## config.mk

```make
export PLATFORM = sky130hd
export DESIGN_NAME = smram_ctl
export DESIGN_NICKNAME = d
export VERILOG_FILES = /design/src/rtl/smram_pkg.sv /design/src/rtl/smram_cfg_reg.sv /design/src/rtl/smram_decode.sv /design/src/rtl/smram_ctl.sv
export SDC_FILE = /design/constraint.sdc
export NUM_CORES = 1
export LEC_CHECK = 0
export BUFFER_PORTS_ARGS = -buffer_cell sky130_fd_sc_hd__buf_4
export CORE_MARGIN = 4
export CORE_UTILIZATION = 45
export DETAILED_ROUTE_END_ITERATION = 6
export PLACE_DENSITY = 0.9
export SYNTH_ARGS = -nofsm -noshare
export SYNTH_HDL_FRONTEND = slang
export SYNTH_HIERARCHICAL = 1
export SYNTH_SLANG_ARGS = --single-unit
```

## constraint.sdc

```tcl
create_clock -name clk -period 2.3 [get_ports clk]
set_input_delay 0 -clock clk [delete_from_list [all_inputs] [get_ports clk]]
set_output_delay 0 -clock clk [all_outputs]
set_load 0.01 [all_outputs]
```

## src/rtl/smram_pkg.sv

```systemverilog
package smram_pkg;
  localparam int REG_W      = 8;
  localparam int POS_HIGH   = 7;
  localparam int POS_ERR    = 6;
  localparam int POS_TSEG   = 0;
  localparam logic [REG_W-1:0] FIXED_ONES = 8'h38;

  typedef struct packed {
    logic high_en;
    logic err;
    logic tseg_en;
  } smram_state_t;

  function automatic logic [REG_W-1:0] pack_reg(input smram_state_t s);
    logic [REG_W-1:0] v;
    v = FIXED_ONES;
    v[POS_HIGH] = s.high_en;
    v[POS_ERR]  = s.err;
    v[POS_TSEG] = s.tseg_en;
    return v;
  endfunction
endpackage

```

## src/rtl/smram_cfg_reg.sv

```systemverilog
module smram_cfg_reg
  import smram_pkg::*;
(
  input  logic             clk,
  input  logic             rst,
  input  logic             wr_sel,
  input  logic             rd_sel,
  input  logic [REG_W-1:0] wdata,
  input  logic             lock_in,
  input  logic             set_err,
  output smram_state_t     state,
  output logic [REG_W-1:0] rdata
);
  smram_state_t st_q;
  logic         clr_err;

  assign clr_err = wr_sel && wdata[POS_ERR];

  always_ff @(posedge clk) begin
    if (rst) begin
      st_q  <= '0;
      rdata <= '0;
    end else begin
      if (wr_sel && !lock_in) begin
        st_q.high_en <= wdata[POS_HIGH];
        st_q.tseg_en <= wdata[POS_TSEG];
      end
      st_q.err <= set_err || (st_q.err && !clr_err);
      rdata    <= rd_sel ? pack_reg(st_q) : '0;
    end
  end

  assign state = st_q;

  // a write while locked leaves the enables unchanged
  assert_lock_hold_R4: assert property (@(posedge clk) disable iff (rst)
    (wr_sel && lock_in) |=> ($stable(st_q.high_en) && $stable(st_q.tseg_en)));
  // a set request always leaves the flag set
  assert_set_wins_R9: assert property (@(posedge clk) disable iff (rst)
    set_err |=> st_q.err);
  // a clearing write with no set request clears the flag
  assert_w1c_R9: assert property (@(posedge clk) disable iff (rst)
    (clr_err && !set_err) |=> !st_q.err);
  // the fixed-one bits read back as ones after a read
  assert_fixed_ones_R3: assert property (@(posedge clk) disable iff (rst)
    rd_sel |=> (rdata[5:3] == 3'b111 && rdata[2:1] == 2'b00));
endmodule

```

## src/rtl/smram_decode.sv

```systemverilog
module smram_decode #(
  parameter int ADDR_W = 32,
  parameter int WIN_BITS = 17,
  parameter logic [ADDR_W-1:0] HIGH_BASE = 32'hFEDA0000,
  parameter logic [ADDR_W-1:0] LOW_BASE  = 32'h000A0000
) (
  input  logic              clk,
  input  logic              rst,
  input  logic              high_act,
  input  logic              tseg_act,
  input  logic [ADDR_W-1:0] tseg_base,
  input  logic [ADDR_W-1:0] tseg_top,
  input  logic              acc_valid,
  input  logic [ADDR_W-1:0] acc_addr,
  input  logic              acc_in_smm,
  input  logic              open_in,
  output logic              illegal,
  output logic [ADDR_W-1:0] dram_addr,
  output logic              acc_hit
);
  localparam int TAG_W = ADDR_W - WIN_BITS;
  localparam logic [TAG_W-1:0] HIGH_TAG = HIGH_BASE[ADDR_W-1:WIN_BITS];
  localparam logic [TAG_W-1:0] LOW_TAG  = LOW_BASE[ADDR_W-1:WIN_BITS];

  logic in_high, in_tseg, hit_high, hit_tseg;
  logic [ADDR_W-1:0] mapped;

  assign in_high  = (acc_addr[ADDR_W-1:WIN_BITS] == HIGH_TAG);
  assign in_tseg  = (acc_addr >= tseg_base) && (acc_addr < tseg_top);
  assign hit_high = acc_valid && high_act && in_high;
  assign hit_tseg = acc_valid && tseg_act && in_tseg && !hit_high;
  assign illegal  = (hit_high || hit_tseg) && !acc_in_smm && !open_in;
  assign mapped   = hit_high ? {LOW_TAG, acc_addr[WIN_BITS-1:0]} : acc_addr;

  always_ff @(posedge clk) begin
    if (rst) begin
      dram_addr <= '0;
      acc_hit   <= 1'b0;
    end else begin
      dram_addr <= acc_valid ? mapped : '0;
      acc_hit   <= hit_high || hit_tseg;
    end
  end

  // a high-window hit keeps the offset and lands in the low window
  assert_remap_R5: assert property (@(posedge clk) disable iff (rst)
    (acc_valid && high_act && in_high) |=>
      (acc_hit && dram_addr[ADDR_W-1:WIN_BITS] == LOW_TAG &&
       dram_addr[WIN_BITS-1:0] == $past(acc_addr[WIN_BITS-1:0])));
  // no valid access means no hit
  assert_idle_R7: assert property (@(posedge clk) disable iff (rst)
    !acc_valid |=> (!acc_hit && dram_addr == '0));
  // a hit in TSEG outside the high window passes the address through
  assert_tseg_pass_R6: assert property (@(posedge clk) disable iff (rst)
    (acc_valid && tseg_act && in_tseg && !in_high) |=>
      (acc_hit && dram_addr == $past(acc_addr)));
endmodule

```

## src/rtl/smram_ctl.sv

```systemverilog
module smram_ctl
  import smram_pkg::*;
#(
  parameter int ADDR_W = 32,
  parameter int CFG_AW = 8,
  parameter logic [CFG_AW-1:0] CFG_OFFSET = 8'h9E
) (
  input  logic              clk,
  input  logic              rst,
  input  logic [CFG_AW-1:0] cfg_addr,
  input  logic              cfg_wr,
  input  logic              cfg_rd,
  input  logic [REG_W-1:0]  cfg_wdata,
  output logic [REG_W-1:0]  cfg_rdata,
  input  logic              glob_en,
  input  logic              lock_in,
  input  logic              open_in,
  input  logic [ADDR_W-1:0] tseg_base,
  input  logic [ADDR_W-1:0] tseg_top,
  input  logic              acc_valid,
  input  logic [ADDR_W-1:0] acc_addr,
  input  logic              acc_in_smm,
  output logic [ADDR_W-1:0] dram_addr,
  output logic              acc_hit,
  output logic              err_status
);
  logic         sel, wr_sel, rd_sel, illegal;
  smram_state_t st;

  assign sel    = (cfg_addr == CFG_OFFSET);
  assign wr_sel = cfg_wr && sel;
  assign rd_sel = cfg_rd && sel;

  smram_cfg_reg u_reg (
    .clk(clk), .rst(rst), .wr_sel(wr_sel), .rd_sel(rd_sel),
    .wdata(cfg_wdata), .lock_in(lock_in), .set_err(illegal),
    .state(st), .rdata(cfg_rdata)
  );

  smram_decode #(.ADDR_W(ADDR_W)) u_dec (
    .clk(clk), .rst(rst),
    .high_act(glob_en && st.high_en), .tseg_act(glob_en && st.tseg_en),
    .tseg_base(tseg_base), .tseg_top(tseg_top),
    .acc_valid(acc_valid), .acc_addr(acc_addr), .acc_in_smm(acc_in_smm),
    .open_in(open_in), .illegal(illegal),
    .dram_addr(dram_addr), .acc_hit(acc_hit)
  );

  assign err_status = st.err;

  // an access made in SMM or while open never raises the flag
  assert_no_err_legal_R8: assert property (@(posedge clk) disable iff (rst)
    (!err_status && (!acc_valid || acc_in_smm || open_in)) |=> !err_status);
  // reads at other offsets return zero
  assert_other_read_R2: assert property (@(posedge clk) disable iff (rst)
    (cfg_rd && !sel) |=> (cfg_rdata == '0));
endmodule

```

# [Word level (Yosys, flattened, before mapping)]
# Index checks and enable logic that the tools add are counted.
[totals] reg_bits=44 n_memories=0 romBits=0 ram_bits=0 latch_bits=0 wordCells=41
[classes] bitwise_logic=2 n_lt_le_gt_ge=2 shifts=0 div=0 muxes=2 mul=0 add_sub_neg=0 n_eq_ne=2 reduce_logical=25
[ops] cell="$ge 32x32->1" count=1
[ops] cell="$lt 32x32->1" count=1
[ops] cell="$mux 20" count=1
[ops] cell="$eq 15x15->1 const B" count=1
[ops] cell="$logic_and 1x1->1" count=15
[ops] cell="$eq 8x8->1 const B" count=1
[ops] cell="$mux 6" count=1
[ops] cell="$logic_not 1->1" count=5
[ops] cell="$reduce_or 2->1" count=2
[ops] cell="$reduce_or 3->1" count=1
[ops] cell="$logic_or 1x1->1" count=2
[ops] cell="$not 1->1" count=2

# [Logic depth before layout (Yosys ltp)]
# Gate-level depths: netlist of the first run.
[logic_depth] depth_word=9 ltp_mapped=10 ltp_nobuf=10

# [Cells and area by module]
# The synthesis of the first run kept the hierarchy.
[by_module_without_submodules] mod="smram_decode" area_each_um2=2561.2 n_inst=1 seq_area_each_um2=660.6 cells_each=297
[by_module_without_submodules] mod="smram_cfg_reg" area_each_um2=271.5 n_inst=1 seq_area_each_um2=140.1 cells_each=26
[by_module_without_submodules] mod="smram_ctl" area_each_um2=50.0 n_inst=1 seq_area_each_um2=0.0 cells_each=8

# [Least setup slack after synthesis of the first run]
# Ideal clock, no wire load.
[synth_path] kind="input port to flip-flop" start="input acc_addr[0]" end="register u_reg.st_q, in the netlist u_reg/state[1]" n_path_buf=0 t_arrival_ns=1.625 required_ns=2.157 setup_time_ns=0.143 path_slack_ns=0.532 stages=10 cell_sequence="inv_1 > ha_1 > nand2b_4 > a2111oi_4 > o21ai_1 > a2111o_1 > a31oi_2 > nor4_1 > nor2_1 > a311oi_1"
[synth_between] elab_chain_len=8
[synth_rtl] element="from (decl)" line_no="smram_ctl.sv:21" source="input logic [ADDR_W-1:0] acc_addr,"
[synth_rtl] element="$ge 32x32->1 or $lt 32x32->1 (tied branches)" line_no="smram_decode.sv:29" source="assign in_tseg = (acc_addr >= tseg_base) && (acc_addr < tseg_top);"
[synth_rtl] element="$logic_and 1x1->1 (*)" line_no="smram_decode.sv:29"
[synth_rtl] element="$logic_and 1x1->1 (*) (2 in series)" line_no="smram_decode.sv:31" source="assign hit_tseg = acc_valid && tseg_act && in_tseg && !hit_high;"
[synth_rtl] element="$logic_or 1x1->1 (*)" line_no="smram_decode.sv:32" source="assign illegal = (hit_high || hit_tseg) && !acc_in_smm && !open_in;"
[synth_rtl] element="$logic_and 1x1->1 (*) (2 in series)" line_no="smram_decode.sv:32"
[synth_rtl] element="net illegal" line_no="smram_ctl.sv:27" source="logic sel, wr_sel, rd_sel, illegal;"
[synth_rtl] element="$logic_or 1x1->1 (*)" line_no="smram_cfg_reg.sv:28" source="st_q.err <= set_err || (st_q.err && !clr_err);"
[synth_rtl] element="to (decl)" line_no="smram_cfg_reg.sv:14" source="smram_state_t st_q;"
# Mark *: on every way through the listed nets, which the timed path passes. The rest lies on a longest branch.
# A chain may end at the register's enable or synchronous reset.

# [Final worst setup path of the first run]
[layout_path] start="input acc_addr[6]" end="register u_reg.st_q, in the netlist u_reg/state[1]"
# Same word-level chain as after synthesis.

==> impl_metrics.toml, run 1 <==
[power_and_ir_drop]
power.internal_uw = 1370
p_seq_share_pct = 38.1
comb_power_share_pct = 30.6
p_sw_share_pct = 27.6
p_switching_uw = 522
total_power_uw = 1890
p_clk_share_pct = 31.3
p_leak_uw = 0.00253
ir_drop_uv = 352
power-per-cell-area_nw_per_um2 = 404

[drt]
dr.pass1.iters = 4
drt-initial-drc-count = 70
routed_wl_um = 9250
drc_errors = 0
avgRoutedWirePerCell_um = 15.3
routed_via_density = 5.03
num_vias = 3044
antenna_left = 0

[critical_path]
path_max_fanout = 3
endpoint_kind = "flop"
critPathTopFamily = "compound AO/OA/AOI/OAI gates"
startpoint_type = "primary input"
path_cells = "dlygate4sd3_1, buf_4, ha_1, or3_1, a21oi_2, nor3_1, a2111o_1, a31oi_4, nor4_4, nor2_1, a311oi_2"
crit_slowest_cell = "dlygate4sd3_1"
critPathBufInv = 2
cp_slowest_stage_delay_ps = 540
crit_arrival_ps = 2400
required_ps = 2450
crit_type = "in2reg"

[timing]
setup_violations = 0
period_share_pct = 97.9
fin_crit_ps = 2250
fin_tns_setup_ps = 0
finClkSkew_ps = 2.04
finalHoldViolations = 0
slew_violations = 0
finalWorstSetupSlack_ps = 47.7
worst_pin_slew_ps = 747
max_freq_mhz = 444
max_slew_margin_pct = 50.1

[floorplan]
die_y_um = 88.0
die_area_um2 = 7750
rows = 28
start_util_pct = 47.6
pin_count = 163
die_width_um = 88.0
coreArea_um2 = 6060

[placed_design]
gp_congestion = 0.860
dp_hpwl_um = 7180
placed_area_um2 = 4120
dp_slack_ps = 85.8
port_buffers = 155

[layout]
areaGrowthSynthToFinish_pct = 62.7
post-route-util_pct = 77.4
fin_nets = 713
finish.instance_area_um2 = 4690
final_layout_size_suffix_gt1_share_pct = 34.2
diodes = 0
fillerInstances = 398

[yosys]
yosys_most_used_dff = "dfxtp_1"
syn_inst = 331
yosysTopAreaCell = "dfxtp_1"
netlist_top_cells_area = "dfxtp_1 (28%), ha_1 (27%), inv_1 (8.7%)"
yosysWarningCount = 6
syn-cell-area_um2 = 2880
synth.top_cells.by_count = "inv_1 (67), ha_1 (63), dfxtp_1 (40)"
avgSynthCellArea_um2 = 8.71
async_reset_ff_share_pct = 0
ys_ff_latch = 40
synth_edf_count = 0
yosysTopAreaCellShare_pct = 27.8
yosysSeqAreaShare_pct = 27.8
yosysMostFrequentCell = "inv_1"
yosysUniqueCellTypes = 47

[global_route]
antenna_found_initial = 0
grt_usage_pct = 23.2
grt_first_pass_wirelength_um = 14200
grt_start_max_net_pins = 21
grt_pass1_vias = 3262
overflow = 0

[run_status]
outcome = "finished clean"

[clock_network]
path_clk_slew_ps = 80
cts_tree = "built"
numCtsBuffers = 5
clock-sinks = 40
htree_levels = 2
worstSkewPairLatency_ps = 290
clock_path_buffers = 2
cts_root_buffer = "clkbuf_8"

[hold_path]
hold_path_class = "in2reg"

[flow_run]
cap_violations = 0
registers in the layout (all words and copies together), names as in the netlist:
| signal | cells |
|---|---|
| u_reg/state | 3 |
| u_dec/dram_addr | 32 |
| u_dec/acc_hit | 1 |
| u_reg/rdata | 4 |
cell type report:
class / count / area, um2 / area share (%)
Sequential cell: 40 / 801 / 17.1
Clock inverter: 3 / 46.3 / 0.987
Tap cell: 75 / 93.8 / 2.00
Multi-Input combinational cell: 218 / 1850 / 39.5
Inverter: 67 / 251 / 5.36
Clock buffer: 5 / 68.8 / 1.47
Timing Repair Buffer: 197 / 1580 / 33.6
final timing paths:
check / from / end / slack, ps / depth (start not counted)
worst max-delay path: acc_addr[6] / u_reg/state[1] / 50 / 11
worst min-delay path: cfg_wdata[0] / u_reg/state[0] / 4 / 3
worst max register to register: u_reg/state[2] / u_reg/state[1] / 280 / 9
worst min register to register: u_reg/state[0] / u_reg/rdata[0] / 510 / 1
power by group through the flow:
stage / clock (uW) / sequential [uW] / combinational [uW]
after floorplan: 0 / 748 / 229
after CTS: 614 / 721 / 560
after global placement: 0 / 736 / 485
after global routing: 638 / 724 / 647
final: 593 / 721 / 581
after detailed placement: 0 / 737 / 509
repair_timing:
action,CTS,global route
hold buffers,39,0
endpoints found under the hold margin,37,0
buffers inserted,0,1
endpoints found under the setup margin,0,1
resized for setup,0,10
placed cells by master (no fill, tap or decap), types with 2 or more instances in the layout:
cell type,synthesis,layout
a21oi_1,17,16
nor2b_1,3,3
buf_4,4,158
conb_1,1,2
ha_1,63,63
nand2_1,11,11
nand3_1,6,6
dfxtp_1,40,40
nand4_1,11,11
a211oi_2,1,2
o21ai_0,5,5
o21a_1,3,3
a21o_1,7,7
and4_1,2,2
clkbuf_8,0,5
and2_1,37,37
a221oi_1,2,2
dlygate4sd3_1,0,39
nor2_1,5,5
nand2b_1,2,2
a211oi_1,3,2
nor3_1,7,6
inv_1,67,67
nand4bb_1,4,4
o21ai_1,3,2
metal layers:
metal	track usage, %	wire (um)	vias to the layer above
li1	-	-	1523
met1	23.3	3340	1363
met2	45.1	4960	134
met3	6.40	743	24
met4	8.65	207	0
met5	0	0	-
stage by stage:
stage	hold WS [ps]	std cells
after detailed placement	221	557
after floorplan	72.1	332
after CTS	1.83	604
after global placement	204	557
after global routing	19.0	605
final	4.01	605
kinds of logic (layout without fill, tap and decap cells):
group | count (synthesis) | count (layout) | synth area share, %
other cells | 1 | 2 | 0.130
compound gates | 55 | 55 | 13.7
simple gates | 98 | 98 | 20.9
flops | 40 | 40 | 27.8
fa+ha+maj | 63 | 63 | 27.3
buf+inv | 74 | 272 | 10.2
worst reg2reg max path, stage by stage (launching register included):
cell      delay (ps)
dfxtp_1          390
and2_1           150
nand4_1          100
nor3b_1          280
and3b_1          260
or3b_2           150
o22ai_2           90
nor4_4           180
nor2_1           110
a311oi_2         240
Power figures use the tool's default switching activity.
==> inputs of run 2 (changes only) <==
Settings changed: ABC_AREA set to 1, SYNTH_HIERARCHICAL 1 to unset.
==> impl_metrics.toml, run 2 <==
[yosys]
synth.top_cells.by_count = "inv_1 (116), nand2_1 (67), ha_1 (63)"
yosysSeqAreaShare_pct = 27.5
syn_inst = 417
yosysTopAreaCellShare_pct = 27.5
yosysWarningCount = 0
avgSynthCellArea_um2 = 6.99
yosys_most_used_dff = "dfxtp_1"
ys_ff_latch = 40
synth_edf_count = 0
netlist_top_cells_area = "dfxtp_1 (27%), ha_1 (27%), inv_1 (15%)"
syn-cell-area_um2 = 2920
yosysUniqueCellTypes = 22
yosysMostFrequentCell = "inv_1"
yosysTopAreaCell = "dfxtp_1"
async_reset_ff_share_pct = 0

[drt]
routed_wl_um = 9170
drc_errors = 0
routed_via_density = 4.76
avgRoutedWirePerCell_um = 13.3
dr.pass1.iters = 4
num_vias = 3278
antenna_left = 0
drt-initial-drc-count = 66

[critical_path]
rrSetupSlack_ps = 910
crit_type = "in2reg"
required_ps = 2490
endpoint_kind = "flop"
reg2reg_from = "u_reg.state[2]"
critPathBufInv = 3
cp_slowest_stage_delay_ps = 540
path_max_fanout = 3
path_cells = "dlygate4sd3_1, buf_4, ha_1, nand2_1, inv_1, nand3_1, nor2_1, and3_1, nand2_1, nand3_2, nand2_1, nand2_1, a21oi_2"
crit_slowest_cell = "dlygate4sd3_1"
reg2regPathDepth = 5
crit_arrival_ps = 1930
crit_top_cell = "nand2_1"
rr_endpoint = "u_dec.dram_addr[24]"
startpoint_type = "primary input"
critPathTopFamily = "buffers and inverters"

[global_route]
busiest_layer = "met2"
grt_first_pass_wirelength_um = 14000
grt_use_met3_pct = 3.91
use_met1_pct = 24.1
grt_usage_pct = 22.7
overflow = 0
grt_pass1_vias = 3327
antenna_found_initial = 0
grt_start_max_net_pins = 20
use_met2_pct = 42.4

[placed_design]
dp.cells = 644
port_buffers = 155
dp_hpwl_um = 7220
gp_congestion = 0.917
placed_area_um2 = 4130

[layout]
post-route-util_pct = 73.7
finish.instance_area_um2 = 4660
final_cell_mix = "buf_4 (155), inv_1 (116), nand2_1 (65)"
diodes = 0
top_register = "u_dec.dram_addr"
multi_input_area_um2 = 1670
seqCellArea_um2 = 801
layout_commonest_cell = "buf_4"
final_layout_size_suffix_gt1_share_pct = 28.3
final_cell_count_no_fill = 689
fillerInstances = 465
largest_reg_flops = 32
areaGrowthSynthToFinish_pct = 59.7
fin_nets = 795

[floorplan]
start_util_pct = 46.2
coreArea_um2 = 6310
die_area_um2 = 7830
pin_count = 163
die_y_um = 88.5
rows = 29
die_width_um = 88.5

[hold_path]
min_to = "u_reg.state[0]"
hold_path_class = "in2reg"
worstHoldStart = "lock_in"
whs_path_depth = 4

[timing]
slew_violations = 0
setup_violations = 0
fin_tns_setup_ps = 0
fin_crit_ps = 1740
finClkSkew_ps = 5.57
rsz0062_at_grt = "no"
max_slew_margin_pct = 54.0
max_freq_mhz = 575
period_share_pct = 75.7
worst_pin_slew_ps = 688
finalHoldViolations = 0

[clock_network]
numCtsBuffers = 5
cts_root_buffer = "clkbuf_8"
htree_levels = 2
clock_path_buffers = 2
worstSkewPairLatency_ps = 290
cts_setup_buffers = 0
path_clk_slew_ps = 90
cts_tree = "built"
clock-sinks = 40

[run_status]
outcome = "finished clean"

[power_and_ir_drop]
ir_drop_uv = 350
power-per-cell-area_nw_per_um2 = 404
p_leak_uw = 0.00275

[flow_run]
cap_violations = 0
[run 2: changes by cell type in the layout (fill, tap and decap cells not counted), moves of 4 or more]
cell       previous run  this run
nand4bb_1             4         0
nand3_1               6        10
inv_1                67       116
a21o_1                7         0
nor2_1                5        55
nand4_1              11         6
a21oi_1              16        27
nand2_1              11        65
and2_1               37         0
[run 2: timing repair]
action,in CTS,in global routing
setup endpoints to repair,0,1
endpoints found under the hold margin,36,1
gates resized for setup,0,7
hold buffers,36,2
[run 2: logic make-up after synthesis]
kind of cell	after synthesis	share of synthesized area (%)
simple gates	150	21.5
fa+ha+maj	63	27.0
compound gates	41	7.34
flops	40	27.5
other cells	1	0.129
buf+inv	122	16.5
[run 2: per-layer routing]
metal	wire, um	vias up
met5	0	-
met4	392	0
met3	635	34
met2	4700	140
met1	3440	1439
li1	-	1665
[run 2: worst max-delay path by stage]
stage,from,endpoint,slack [ps],cells after the start
finish,acc_addr[31],u_reg.state[1],560,13
global route,acc_addr[2],u_reg.state[1],360,17
CTS,acc_addr[31],u_reg.state[1],20,14
detailed placement,acc_addr[3],u_reg.state[1],800,16
global placement,acc_addr[2],u_reg.state[1],820,16
floorplan,tseg_base[31],u_reg.state[1],1140,12
[run 2: through the flow]
step	hold slack, ps	total power, uW	setup WS, ps
CTS	15.0	1890	15.9
floorplan	69.1	979	1140
finish	22.5	1880	560
global placement	178	1220	815
detailed placement	179	1250	801
global route	50.8	1990	358
[run 2: worst min-delay path: stages]
cell	delay [ps]
buf_4	80
nor2_1	40
inv_1	90
a21oi_1	70
[run 2: final cells by class]
class | instances | area share, %
Clock inverter | 3 | 0.994
Clock buffer | 5 | 1.48
Inverter | 116 | 9.35
Multi-Input combinational cell | 256 | 36.0
Timing Repair Buffer | 192 | 32.9
Sequential cell | 40 | 17.2
Tap cell | 77 | 2.07
[run 2: report_power, final]
part           leakage, uW  internal, uW  switching, uW  total, uW
logic              0.00237           311            261        572
clock network    0.0000548           327            262        589
registers         0.000327           714           7.17        722
